==> src/rtl/plcp_tx_pkg.sv <==
package plcp_tx_pkg;

  typedef enum logic [2:0] {
    SL_A1   = 3'd0,
    SL_A2   = 3'd1,
    SL_POI  = 3'd2,
    SL_POH  = 3'd3,
    SL_CELL = 3'd4,
    SL_TRL  = 3'd5
  } slot_e;

  typedef enum logic [1:0] {
    SRC_FIXED  = 2'd0,
    SRC_PIN    = 2'd1,
    SRC_REF8K  = 2'd2,
    SRC_RXPLCP = 2'd3
  } stuff_src_e;

  localparam logic [7:0] ALIGN1_BYTE  = 8'hF6;
  localparam logic [7:0] ALIGN2_BYTE  = 8'h28;
  localparam logic [7:0] TRL_FULL     = 8'hCC;
  localparam logic [7:0] TRL_HALF     = 8'hC0;
  localparam logic [7:0] PH0_CODE     = 8'hFF;
  localparam logic [7:0] PH1_CODE     = 8'h00;
  localparam logic [7:0] PH2_STF_CODE = 8'h99;
  localparam logic [7:0] PH2_NOS_CODE = 8'h66;

  function automatic logic [7:0] poi_code(input logic [3:0] n);
    return {n, ~n};
  endfunction

  function automatic logic [7:0] idle_byte(input logic [5:0] idx);
    logic [7:0] b;
    if (idx < 6'd3)       b = 8'h00;
    else if (idx == 6'd3) b = 8'h01;
    else if (idx == 6'd4) b = 8'h52;
    else                  b = 8'h6A;
    return b;
  endfunction

endpackage

==> src/rtl/plcp_tx_seq.sv <==
module plcp_tx_seq
  import plcp_tx_pkg::*;
#(
  parameter int NROWS      = 12,
  parameter int CELL_BYTES = 53,
  parameter int TRL_BEATS  = 7,
  localparam int HDR       = 4,
  localparam int ROW_LEN   = HDR + CELL_BYTES,
  localparam int COL_W     = $clog2(ROW_LEN),
  localparam int ROW_W     = $clog2(NROWS),
  localparam int TRL_W     = $clog2(TRL_BEATS)
) (
  input  logic             clk,
  input  logic             rst_n,
  input  logic             byte_en,
  input  logic             direct_map,
  output slot_e            kind,
  output logic [ROW_W-1:0] row,
  output logic [COL_W-1:0] cidx,
  output logic [TRL_W-1:0] tidx,
  output logic             direct_now,
  output logic             frame_top,
  output logic             cell_first,
  output logic             trl_last
);

  localparam logic [COL_W-1:0] COL_LAST = COL_W'(ROW_LEN - 1);
  localparam logic [COL_W-1:0] COL_HDR  = COL_W'(HDR);
  localparam logic [ROW_W-1:0] ROW_LAST = ROW_W'(NROWS - 1);
  localparam logic [TRL_W-1:0] TRL_LAST = TRL_W'(TRL_BEATS - 1);

  logic [COL_W-1:0] col_q, col_n;
  logic [ROW_W-1:0] row_q, row_n;
  logic [TRL_W-1:0] tcnt_q, tcnt_n;
  logic             trl_q, trl_n;
  logic             mode_q, mode_n;
  logic             at_top;

  assign at_top     = !mode_q && !trl_q && (col_q == '0) && (row_q == '0);
  assign direct_now = at_top ? direct_map : mode_q;
  assign frame_top  = at_top && !direct_map;
  assign row        = row_q;
  assign tidx       = tcnt_q;
  assign trl_last   = trl_q && (tcnt_q == TRL_LAST);

  // slot decode
  always_comb begin
    kind = SL_CELL;
    cidx = col_q - COL_HDR;
    if (direct_now) begin
      kind = SL_CELL;
      cidx = at_top ? '0 : (col_q - COL_HDR);
    end else if (trl_q) begin
      kind = SL_TRL;
    end else begin
      case (col_q)
        COL_W'(0): kind = SL_A1;
        COL_W'(1): kind = SL_A2;
        COL_W'(2): kind = SL_POI;
        COL_W'(3): kind = SL_POH;
        default:   kind = SL_CELL;
      endcase
    end
  end

  assign cell_first = (kind == SL_CELL) && (cidx == '0);

  // next position
  always_comb begin
    col_n  = col_q;
    row_n  = row_q;
    tcnt_n = tcnt_q;
    trl_n  = trl_q;
    mode_n = mode_q;
    if (direct_now) begin
      if (at_top) begin
        mode_n = 1'b1;
        col_n  = COL_HDR + COL_W'(1);
      end else if (col_q == COL_LAST) begin
        if (direct_map) begin
          col_n = COL_HDR;
        end else begin
          col_n  = '0;
          row_n  = '0;
          mode_n = 1'b0;
        end
      end else begin
        col_n = col_q + COL_W'(1);
      end
    end else if (trl_q) begin
      if (tcnt_q == TRL_LAST) begin
        trl_n  = 1'b0;
        tcnt_n = '0;
        col_n  = '0;
        row_n  = '0;
      end else begin
        tcnt_n = tcnt_q + TRL_W'(1);
      end
    end else if (col_q == COL_LAST) begin
      col_n = '0;
      if (row_q == ROW_LAST) begin
        trl_n = 1'b1;
        row_n = '0;
      end else begin
        row_n = row_q + ROW_W'(1);
      end
    end else begin
      col_n = col_q + COL_W'(1);
    end
  end

  always_ff @(posedge clk or negedge rst_n) begin
    if (!rst_n) begin
      col_q  <= '0;
      row_q  <= '0;
      tcnt_q <= '0;
      trl_q  <= 1'b0;
      mode_q <= 1'b0;
    end else if (byte_en) begin
      col_q  <= col_n;
      row_q  <= row_n;
      tcnt_q <= tcnt_n;
      trl_q  <= trl_n;
      mode_q <= mode_n;
    end
  end

  // position frozen while no byte is granted
  assert_hold_idle_R10: assert property (@(posedge clk) disable iff (!rst_n)
    !byte_en |=> $stable(col_q) && $stable(row_q) && $stable(trl_q) && $stable(mode_q));

  // row counter stays inside the frame
  assert_row_range_R1: assert property (@(posedge clk) disable iff (!rst_n)
    row_q <= ROW_LAST);

endmodule

==> src/rtl/plcp_tx_stuff.sv <==
module plcp_tx_stuff
  import plcp_tx_pkg::*;
#(
  parameter int BAL_W = 4
) (
  input  logic       clk,
  input  logic       rst_n,
  input  logic       frame_adv,
  input  logic [1:0] sel,
  input  logic       stuff_pin,
  input  logic       ref_tick,
  input  logic       rx_tick,
  output logic       stuff_q,
  output logic [7:0] c1_code
);

  localparam logic signed [BAL_W-1:0] BAL_MAX = {1'b0, {(BAL_W-1){1'b1}}};
  localparam logic signed [BAL_W-1:0] BAL_MIN = -BAL_MAX;
  localparam logic signed [BAL_W-1:0] BAL_ONE = 1;

  stuff_src_e              src;
  logic [1:0]              phase_q, phase_n;
  logic                    alt_q, alt_n;
  logic                    stuff_n;
  logic signed [BAL_W-1:0] bal_q, bal_n;
  logic                    tick, bal_pos, p2_dec;

  assign src     = stuff_src_e'(sel);
  assign bal_pos = (bal_q != '0) && !bal_q[BAL_W-1];

  always_comb begin
    case (src)
      SRC_REF8K:  tick = ref_tick;
      SRC_RXPLCP: tick = rx_tick;
      default:    tick = 1'b0;
    endcase
    case (src)
      SRC_FIXED: p2_dec = alt_q;
      SRC_PIN:   p2_dec = stuff_pin;
      default:   p2_dec = !bal_pos;
    endcase
  end

  always_comb begin
    phase_n = (phase_q == 2'd2) ? 2'd0 : phase_q + 2'd1;
    case (phase_n)
      2'd0:    stuff_n = 1'b0;
      2'd1:    stuff_n = 1'b1;
      default: stuff_n = p2_dec;
    endcase
    alt_n = alt_q;
    if (phase_n == 2'd2 && src == SRC_FIXED) alt_n = ~alt_q;
  end

  always_comb begin
    bal_n = bal_q;
    if (!sel[1])                                       bal_n = '0;
    else if (tick && !frame_adv && bal_q != BAL_MAX)  bal_n = bal_q + BAL_ONE;
    else if (!tick && frame_adv && bal_q != BAL_MIN)  bal_n = bal_q - BAL_ONE;
  end

  always_ff @(posedge clk or negedge rst_n) begin
    if (!rst_n) begin
      phase_q <= 2'd2;
      stuff_q <= 1'b0;
      alt_q   <= 1'b0;
    end else if (frame_adv) begin
      phase_q <= phase_n;
      stuff_q <= stuff_n;
      alt_q   <= alt_n;
    end
  end

  always_ff @(posedge clk or negedge rst_n) begin
    if (!rst_n) bal_q <= '0;
    else        bal_q <= bal_n;
  end

  always_comb begin
    case (phase_q)
      2'd0:    c1_code = PH0_CODE;
      2'd1:    c1_code = PH1_CODE;
      default: c1_code = stuff_q ? PH2_STF_CODE : PH2_NOS_CODE;
    endcase
  end

  // the frame after a phase-0 frame is phase 1 with 14 nibbles
  assert_phase1_stuff_R6: assert property (@(posedge clk) disable iff (!rst_n)
    frame_adv && phase_q == 2'd0 |=> stuff_q && phase_q == 2'd1);

  // a new phase-0 frame never stuffs
  assert_phase0_short_R6: assert property (@(posedge clk) disable iff (!rst_n)
    frame_adv && phase_q == 2'd2 |=> !stuff_q && phase_q == 2'd0);

  // balance stays within its symmetric range
  assert_bal_range_R8: assert property (@(posedge clk) disable iff (!rst_n)
    bal_q != {1'b1, {(BAL_W-1){1'b0}}});

endmodule

==> src/rtl/plcp_tx_bip.sv <==
module plcp_tx_bip (
  input  logic       clk,
  input  logic       rst_n,
  input  logic       acc_en,
  input  logic [7:0] data,
  input  logic       frame_end,
  output logic [7:0] b1
);

  logic [7:0] acc_q, acc_n;
  logic [7:0] b1_q, b1_n;

  always_comb begin
    acc_n = acc_q;
    b1_n  = b1_q;
    if (frame_end) begin
      b1_n  = acc_q;
      acc_n = '0;
    end else if (acc_en) begin
      acc_n = acc_q ^ data;
    end
  end

  always_ff @(posedge clk or negedge rst_n) begin
    if (!rst_n) begin
      acc_q <= '0;
      b1_q  <= '0;
    end else begin
      acc_q <= acc_n;
      b1_q  <= b1_n;
    end
  end

  assign b1 = b1_q;

  // parity byte only moves at a frame end
  assert_b1_frame_only_R4: assert property (@(posedge clk) disable iff (!rst_n)
    !frame_end |=> $stable(b1_q));

endmodule

==> src/rtl/plcp_tx_framer.sv <==
module plcp_tx_framer
  import plcp_tx_pkg::*;
#(
  parameter int NROWS      = 12,
  parameter int CELL_BYTES = 53
) (
  input  logic       clk,
  input  logic       rst_n,
  input  logic       byte_en,
  input  logic       direct_map,
  input  logic [1:0] stuff_sel,
  input  logic       stuff_pin,
  input  logic       ref_tick,
  input  logic       rx_tick,
  input  logic [3:0] febe,
  input  logic       rai,
  input  logic       cell_valid,
  input  logic [7:0] cell_data,
  output logic       cell_ready,
  output logic       out_vld,
  output logic [7:0] out_data,
  output logic       out_sof,
  output logic       out_half
);

  localparam int TRL_NIB_MAX = 14;
  localparam int TRL_BEATS   = TRL_NIB_MAX / 2;
  localparam int ROW_LEN     = 4 + CELL_BYTES;
  localparam int COL_W       = $clog2(ROW_LEN);
  localparam int ROW_W       = $clog2(NROWS);
  localparam int TRL_W       = $clog2(TRL_BEATS);
  localparam logic [ROW_W-1:0] ROW_B1 = ROW_W'(NROWS - 5);
  localparam logic [ROW_W-1:0] ROW_G1 = ROW_W'(NROWS - 4);
  localparam logic [ROW_W-1:0] ROW_C1 = ROW_W'(NROWS - 1);
  localparam logic [ROW_W-1:0] ROW_TOP = ROW_W'(NROWS - 1);

  slot_e            kind;
  logic [ROW_W-1:0] row;
  logic [COL_W-1:0] cidx;
  logic [TRL_W-1:0] tidx;
  logic             direct_now, frame_top, cell_first, trl_last;
  logic             stuff_q;
  logic [7:0]       c1_code, b1;
  logic             live_q, live;
  logic [7:0]       data_n, poh_byte;
  logic             half_n;
  logic             frame_adv, frame_end, acc_en;

  plcp_tx_seq #(
    .NROWS(NROWS), .CELL_BYTES(CELL_BYTES), .TRL_BEATS(TRL_BEATS)
  ) u_seq (
    .clk(clk), .rst_n(rst_n), .byte_en(byte_en), .direct_map(direct_map),
    .kind(kind), .row(row), .cidx(cidx), .tidx(tidx),
    .direct_now(direct_now), .frame_top(frame_top),
    .cell_first(cell_first), .trl_last(trl_last)
  );

  assign frame_adv = byte_en && frame_top;
  assign frame_end = byte_en && trl_last;
  assign acc_en    = byte_en && !direct_now && (kind == SL_POH || kind == SL_CELL);

  plcp_tx_stuff #(.BAL_W(4)) u_stuff (
    .clk(clk), .rst_n(rst_n), .frame_adv(frame_adv), .sel(stuff_sel),
    .stuff_pin(stuff_pin), .ref_tick(ref_tick), .rx_tick(rx_tick),
    .stuff_q(stuff_q), .c1_code(c1_code)
  );

  plcp_tx_bip u_bip (
    .clk(clk), .rst_n(rst_n), .acc_en(acc_en), .data(data_n),
    .frame_end(frame_end), .b1(b1)
  );

  // cell intake: decided at the first byte, held for the rest of the cell
  assign live       = cell_first ? cell_valid : live_q;
  assign cell_ready = byte_en && (kind == SL_CELL) && live;

  always_ff @(posedge clk or negedge rst_n) begin
    if (!rst_n)                     live_q <= 1'b0;
    else if (byte_en && cell_first) live_q <= cell_valid;
  end

  always_comb begin
    if (row == ROW_B1)      poh_byte = b1;
    else if (row == ROW_G1) poh_byte = {febe, rai, 3'b000};
    else if (row == ROW_C1) poh_byte = c1_code;
    else                    poh_byte = 8'h00;
  end

  always_comb begin
    half_n = 1'b0;
    case (kind)
      SL_A1:   data_n = ALIGN1_BYTE;
      SL_A2:   data_n = ALIGN2_BYTE;
      SL_POI:  data_n = poi_code(4'(ROW_TOP - row));
      SL_POH:  data_n = poh_byte;
      SL_TRL: begin
        half_n = trl_last && !stuff_q;
        data_n = half_n ? TRL_HALF : TRL_FULL;
      end
      default: data_n = live ? cell_data : idle_byte(6'(cidx));
    endcase
  end

  always_ff @(posedge clk or negedge rst_n) begin
    if (!rst_n) begin
      out_vld  <= 1'b0;
      out_sof  <= 1'b0;
      out_half <= 1'b0;
    end else begin
      out_vld  <= byte_en;
      out_sof  <= frame_adv;
      out_half <= byte_en && half_n;
    end
  end

  always_ff @(posedge clk or negedge rst_n) begin
    if (!rst_n)       out_data <= '0;
    else if (byte_en) out_data <= data_n;
  end

  // frame strobe sits on a valid first alignment byte
  assert_sof_align_R1: assert property (@(posedge clk) disable iff (!rst_n)
    out_sof |-> out_vld && out_data == ALIGN1_BYTE);

  // a half beat carries a single trailer nibble
  assert_half_nibble_R5: assert property (@(posedge clk) disable iff (!rst_n)
    out_half |-> out_vld && out_data == TRL_HALF);

endmodule

==> config.mk <==
export PLATFORM = sky130hd
export DESIGN_NAME = plcp_tx_framer
export DESIGN_NICKNAME = d
export VERILOG_FILES = /design/src/rtl/plcp_tx_pkg.sv /design/src/rtl/plcp_tx_seq.sv /design/src/rtl/plcp_tx_stuff.sv /design/src/rtl/plcp_tx_bip.sv /design/src/rtl/plcp_tx_framer.sv
export SDC_FILE = /design/constraint.sdc
export NUM_CORES = 1
export LEC_CHECK = 0
export BUFFER_PORTS_ARGS = -buffer_cell sky130_fd_sc_hd__buf_2
export CORE_MARGIN = 4
export CORE_UTILIZATION = 30
export CTS_BUF_LIST = sky130_fd_sc_hd__clkbuf_16
export CTS_CLUSTER_SIZE = 25
export DETAILED_ROUTE_END_ITERATION = 8
export PLACE_DENSITY = 0.44
export SYNTH_ARGS = -nofsm -noshare
export SYNTH_HDL_FRONTEND = slang
export SYNTH_SLANG_ARGS = --single-unit
==> constraint.sdc <==
create_clock -name clk -period 6.2 [get_ports clk]
set_input_delay 0 -clock clk [delete_from_list [all_inputs] [get_ports clk]]
set_output_delay 0 -clock clk [all_outputs]
set_load 0.02 [all_outputs]
==> impl_metrics.csv <==
group,metric,value,unit
status,status,"finished, final reports clean",
sta,hold_slack,0.0331,ns
critical_path,reg2reg_slack,3.06,ns
critical_path,worstPathArrival,3.36,ns
sta,hold_viol,0,
logic_synthesis,yosysSeqAreaShare,36.4,%
route,drt_pass1_iterations,4,
route,routed_via_density,5.28,
logic_synthesis,synth_top_family_by_area,"compound AO/OA/AOI/OAI gates",
critical_path,reg2reg_to,"u_stuff.bal_q[3]",
logic_synthesis,synth-simple-area-share,19.7,%
critical_path,crit_required,6.42,ns
power,power.density,302,nW/um^2
sta,setup_tns,0,ns
placement,gp_congestion,0.854,
floorplanning,io_pins,35,
route,wl_per_cell,16.9,um
clock_network,clk_latency,0.30,ns
power,peakVddDrop,0.000131,V
placement,hpwl,7.20,mm
sta,clock-skew-final,0.00949,ns
clock_network,hold_buffers,1,
sta,worst_slew_pin_slew,0.939,ns
critical_path,rr_startpoint,"u_seq.col_q[2]",
logic_synthesis,syn_inst,390,
logic_synthesis,synth-xor-area-share,1.75,%
critical_path,start_kind,"register",
floorplanning,die_x,116,um
logic_synthesis,netlist_area,3510,um^2
placement,io_buffers,34,
logic_synthesis,synth_edf_count,0,
grt,grt_max_degree,52,
logic_synthesis,synth_fa_ha_area_share,5.92,%
clock_network,cts_buffer_depth,2,
sta,maxSlewHeadroom,36.9,%
critical_path,worstSetupEndpointType,"register",
clock_network,cts.sinks,51,
sta,min_period_over_period,50.6,%
logic_synthesis,syn_avg_cell_area,9.00,um^2
sta,setup_viol,0,
route,wirelength,9.41,mm
sta,slew_viol_final,0,
floorplanning,rows,39,
sta,rsz0062_at_grt,"false",
critical_path,path_max_fanout,10,
layout,fin_nets,452,
logic_synthesis,synthesis.nets,429,
hold_path,holdPathEnd,"live_q",
logic_synthesis,async_flop_share,100,%
floorplanning,die_h,116,um
route,antenna_left,0,
logic_synthesis,synth_compound_area_share,23.1,%
route,drtIter0Drc,135,
logic_synthesis,synth.distinct_cells,67,
clock_network,cts_tree,"yes",
clock_network,cts_buffers,5,
critical_path,criticalPathCategory,"reg2reg",
grt,grt_pass1_vias,2893,
critical_path,reg2reg_depth,12,
grt,track_usage,14.8,%
clock_network,clock-root-buffer,"clkbuf_16",
logic_synthesis,synthMuxAreaShare,7.84,%
sta,maxClockFrequency,0.319,GHz
logic_synthesis,ys_ff_latch,51,
clock_network,post_cts.repair.setup_buffers,0,
route,via_count,2940,
run,maxCapViolations,0,
grt,grt_pass1_wl,15.6,mm
grt,antenna_found_initial,0,
logic_synthesis,yosys_warnings,0,
clock_network,path_clk_slew,0.07,ns
hold_path,hp-class,"in2reg",
sta,min_period,3.14,ns
clock_network,ctsResizeCount,0,
floorplanning,start_util,30.7,%
hold_path,holdCritStartpoint,"cell_valid",
clock_network,htree_levels,2,
floorplanning,core,11400,um^2
grt,grt-ovfl-total,0,
layout,antenna_cells,0,
power,leakage,1.82,nW
logic_synthesis,synth_ff_type,"dfrtp_1",
layout,drive_above_1_share,16.9,%
layout,syn_to_final_growth,12.6,%
route,drc,0,
floorplanning,die_area,13500,um^2
hold_path,hold_depth,2,
==> power by group <==
part           switching, mW  total (mW)  internal [mW]
logic                  0.279       0.447          0.168
clock network          0.126       0.317          0.191
registers             0.0543       0.430          0.376
==> layer usage <==
layer | part of all wire, % | track usage (%)
met5 | 0 | 0
met4 | 1.3 | 3.63
met3 | 2.8 | 2.28
met2 | 47 | 23.5
met1 | 49 | 21.1
==> synthesized netlist by cell type, types with 11 or more instances <==
master	number	area share [%]
o211ai_1	12	2.6
mux2i_1	14	4.0
a21oi_1	16	2.3
mux2_2	12	3.8
clkbuf_1	11	1.2
nor2_1	26	2.8
dfrtp_1	50	36
inv_1	25	2.7
o21ai_0	28	4.0
nand3_1	14	2.0
ha_1	15	5.3
nand2_1	34	3.6
==> cell type report <==
type	instances	area, um^2
clock inverter	3	43.8
inverter	25	93.8
multi-input combinational	294	2050
sequential	51	1280
fill	1228	7460
timing repair buffer	36	188
clock buffer	5	125
tap	143	179
==> registers in the layout, indices dropped and copies added (netlist names) <==
register and cells:
u_stuff.phase_q 2, u_seq.mode_q 1, u_seq.col_q 6, out_sof 1
out_half 1, u_seq.trl_q 1, u_stuff.alt_q 1, u_seq.tidx 3
u_stuff.stuff_q 1, u_bip.b1 8, u_stuff.bal_q 4, u_seq.row 4
out_data 8, live_q 1, u_bip.acc_q 8, out_vld 1
==> stage by stage <==
stage | power (mW) | std cells | setup WS [ns] | utilization, % | area (um^2)
global route | 1.28 | 557 | 2.86 | 34.6 | 3950
CTS | 1.20 | 557 | 3.08 | 34.6 | 3950
detailed placement | 0.878 | 548 | 3.11 | 33.1 | 3770
global placement | 0.883 | 548 | 3.18 | 33.1 | 3770
floorplan | 0.760 | 390 | 3.48 | - | 3510
finish | 1.19 | 557 | 3.06 | 34.6 | 3950
==> logic make-up (layout without fill, tap and decap cells) <==
group                      count (synthesis)  count (layout)
and+or+nand+nor                          128             128
AOI/OAI and AO/OA                        117             117
DFF                                       51              51
buffers and inverters                     45              69
muxes                                     26              26
adders and majority gates                 16              16
xor gates and xnor gates                   7               7
==> worst max path at each step <==
stage,from,end,cells after the start
5_1_grt,u_seq.col_q[2],u_stuff.bal_q[3],12
3_3_place_gp,u_seq.col_q[2],u_stuff.bal_q[3],12
6_report,u_seq.col_q[2],u_stuff.bal_q[3],12
3_5_place_dp,u_seq.col_q[2],u_stuff.bal_q[3],12
2_1_floorplan,u_seq.col_q[2],u_stuff.bal_q[3],12
4_1_cts,u_seq.col_q[2],u_stuff.bal_q[3],12
==> worst max-delay path, cell delays in order (launching register included) <==
cell,delay (ns)
dfrtp_1,0.44
inv_1,0.18
ha_1,0.21
nor3b_4,0.41
nand4_2,0.33
nand3_1,0.21
a21o_1,0.16
ha_1,0.24
a21o_1,0.17
a21oi_1,0.16
xor2_1,0.09
or3_1,0.31
a21oi_1,0.14
==> placed cells by master (no fill, tap or decap), types with 5 or more instances in the layout <==
cell type / count
mux2i_1: 14
o211ai_1: 12
clkbuf_16: 5
o31ai_1: 9
buf_2: 34
dfrtp_1: 50
a21o_1: 6
nor2_1: 26
nand2_1: 34
o21ai_0: 28
nand4_1: 5
a31oi_1: 7
inv_1: 25
ha_1: 15
nor2b_1: 6
a21oi_1: 16
nor3_1: 9
mux2_2: 12
nand3_1: 14
No activity file was read; power rests on OpenSTA's default activity.
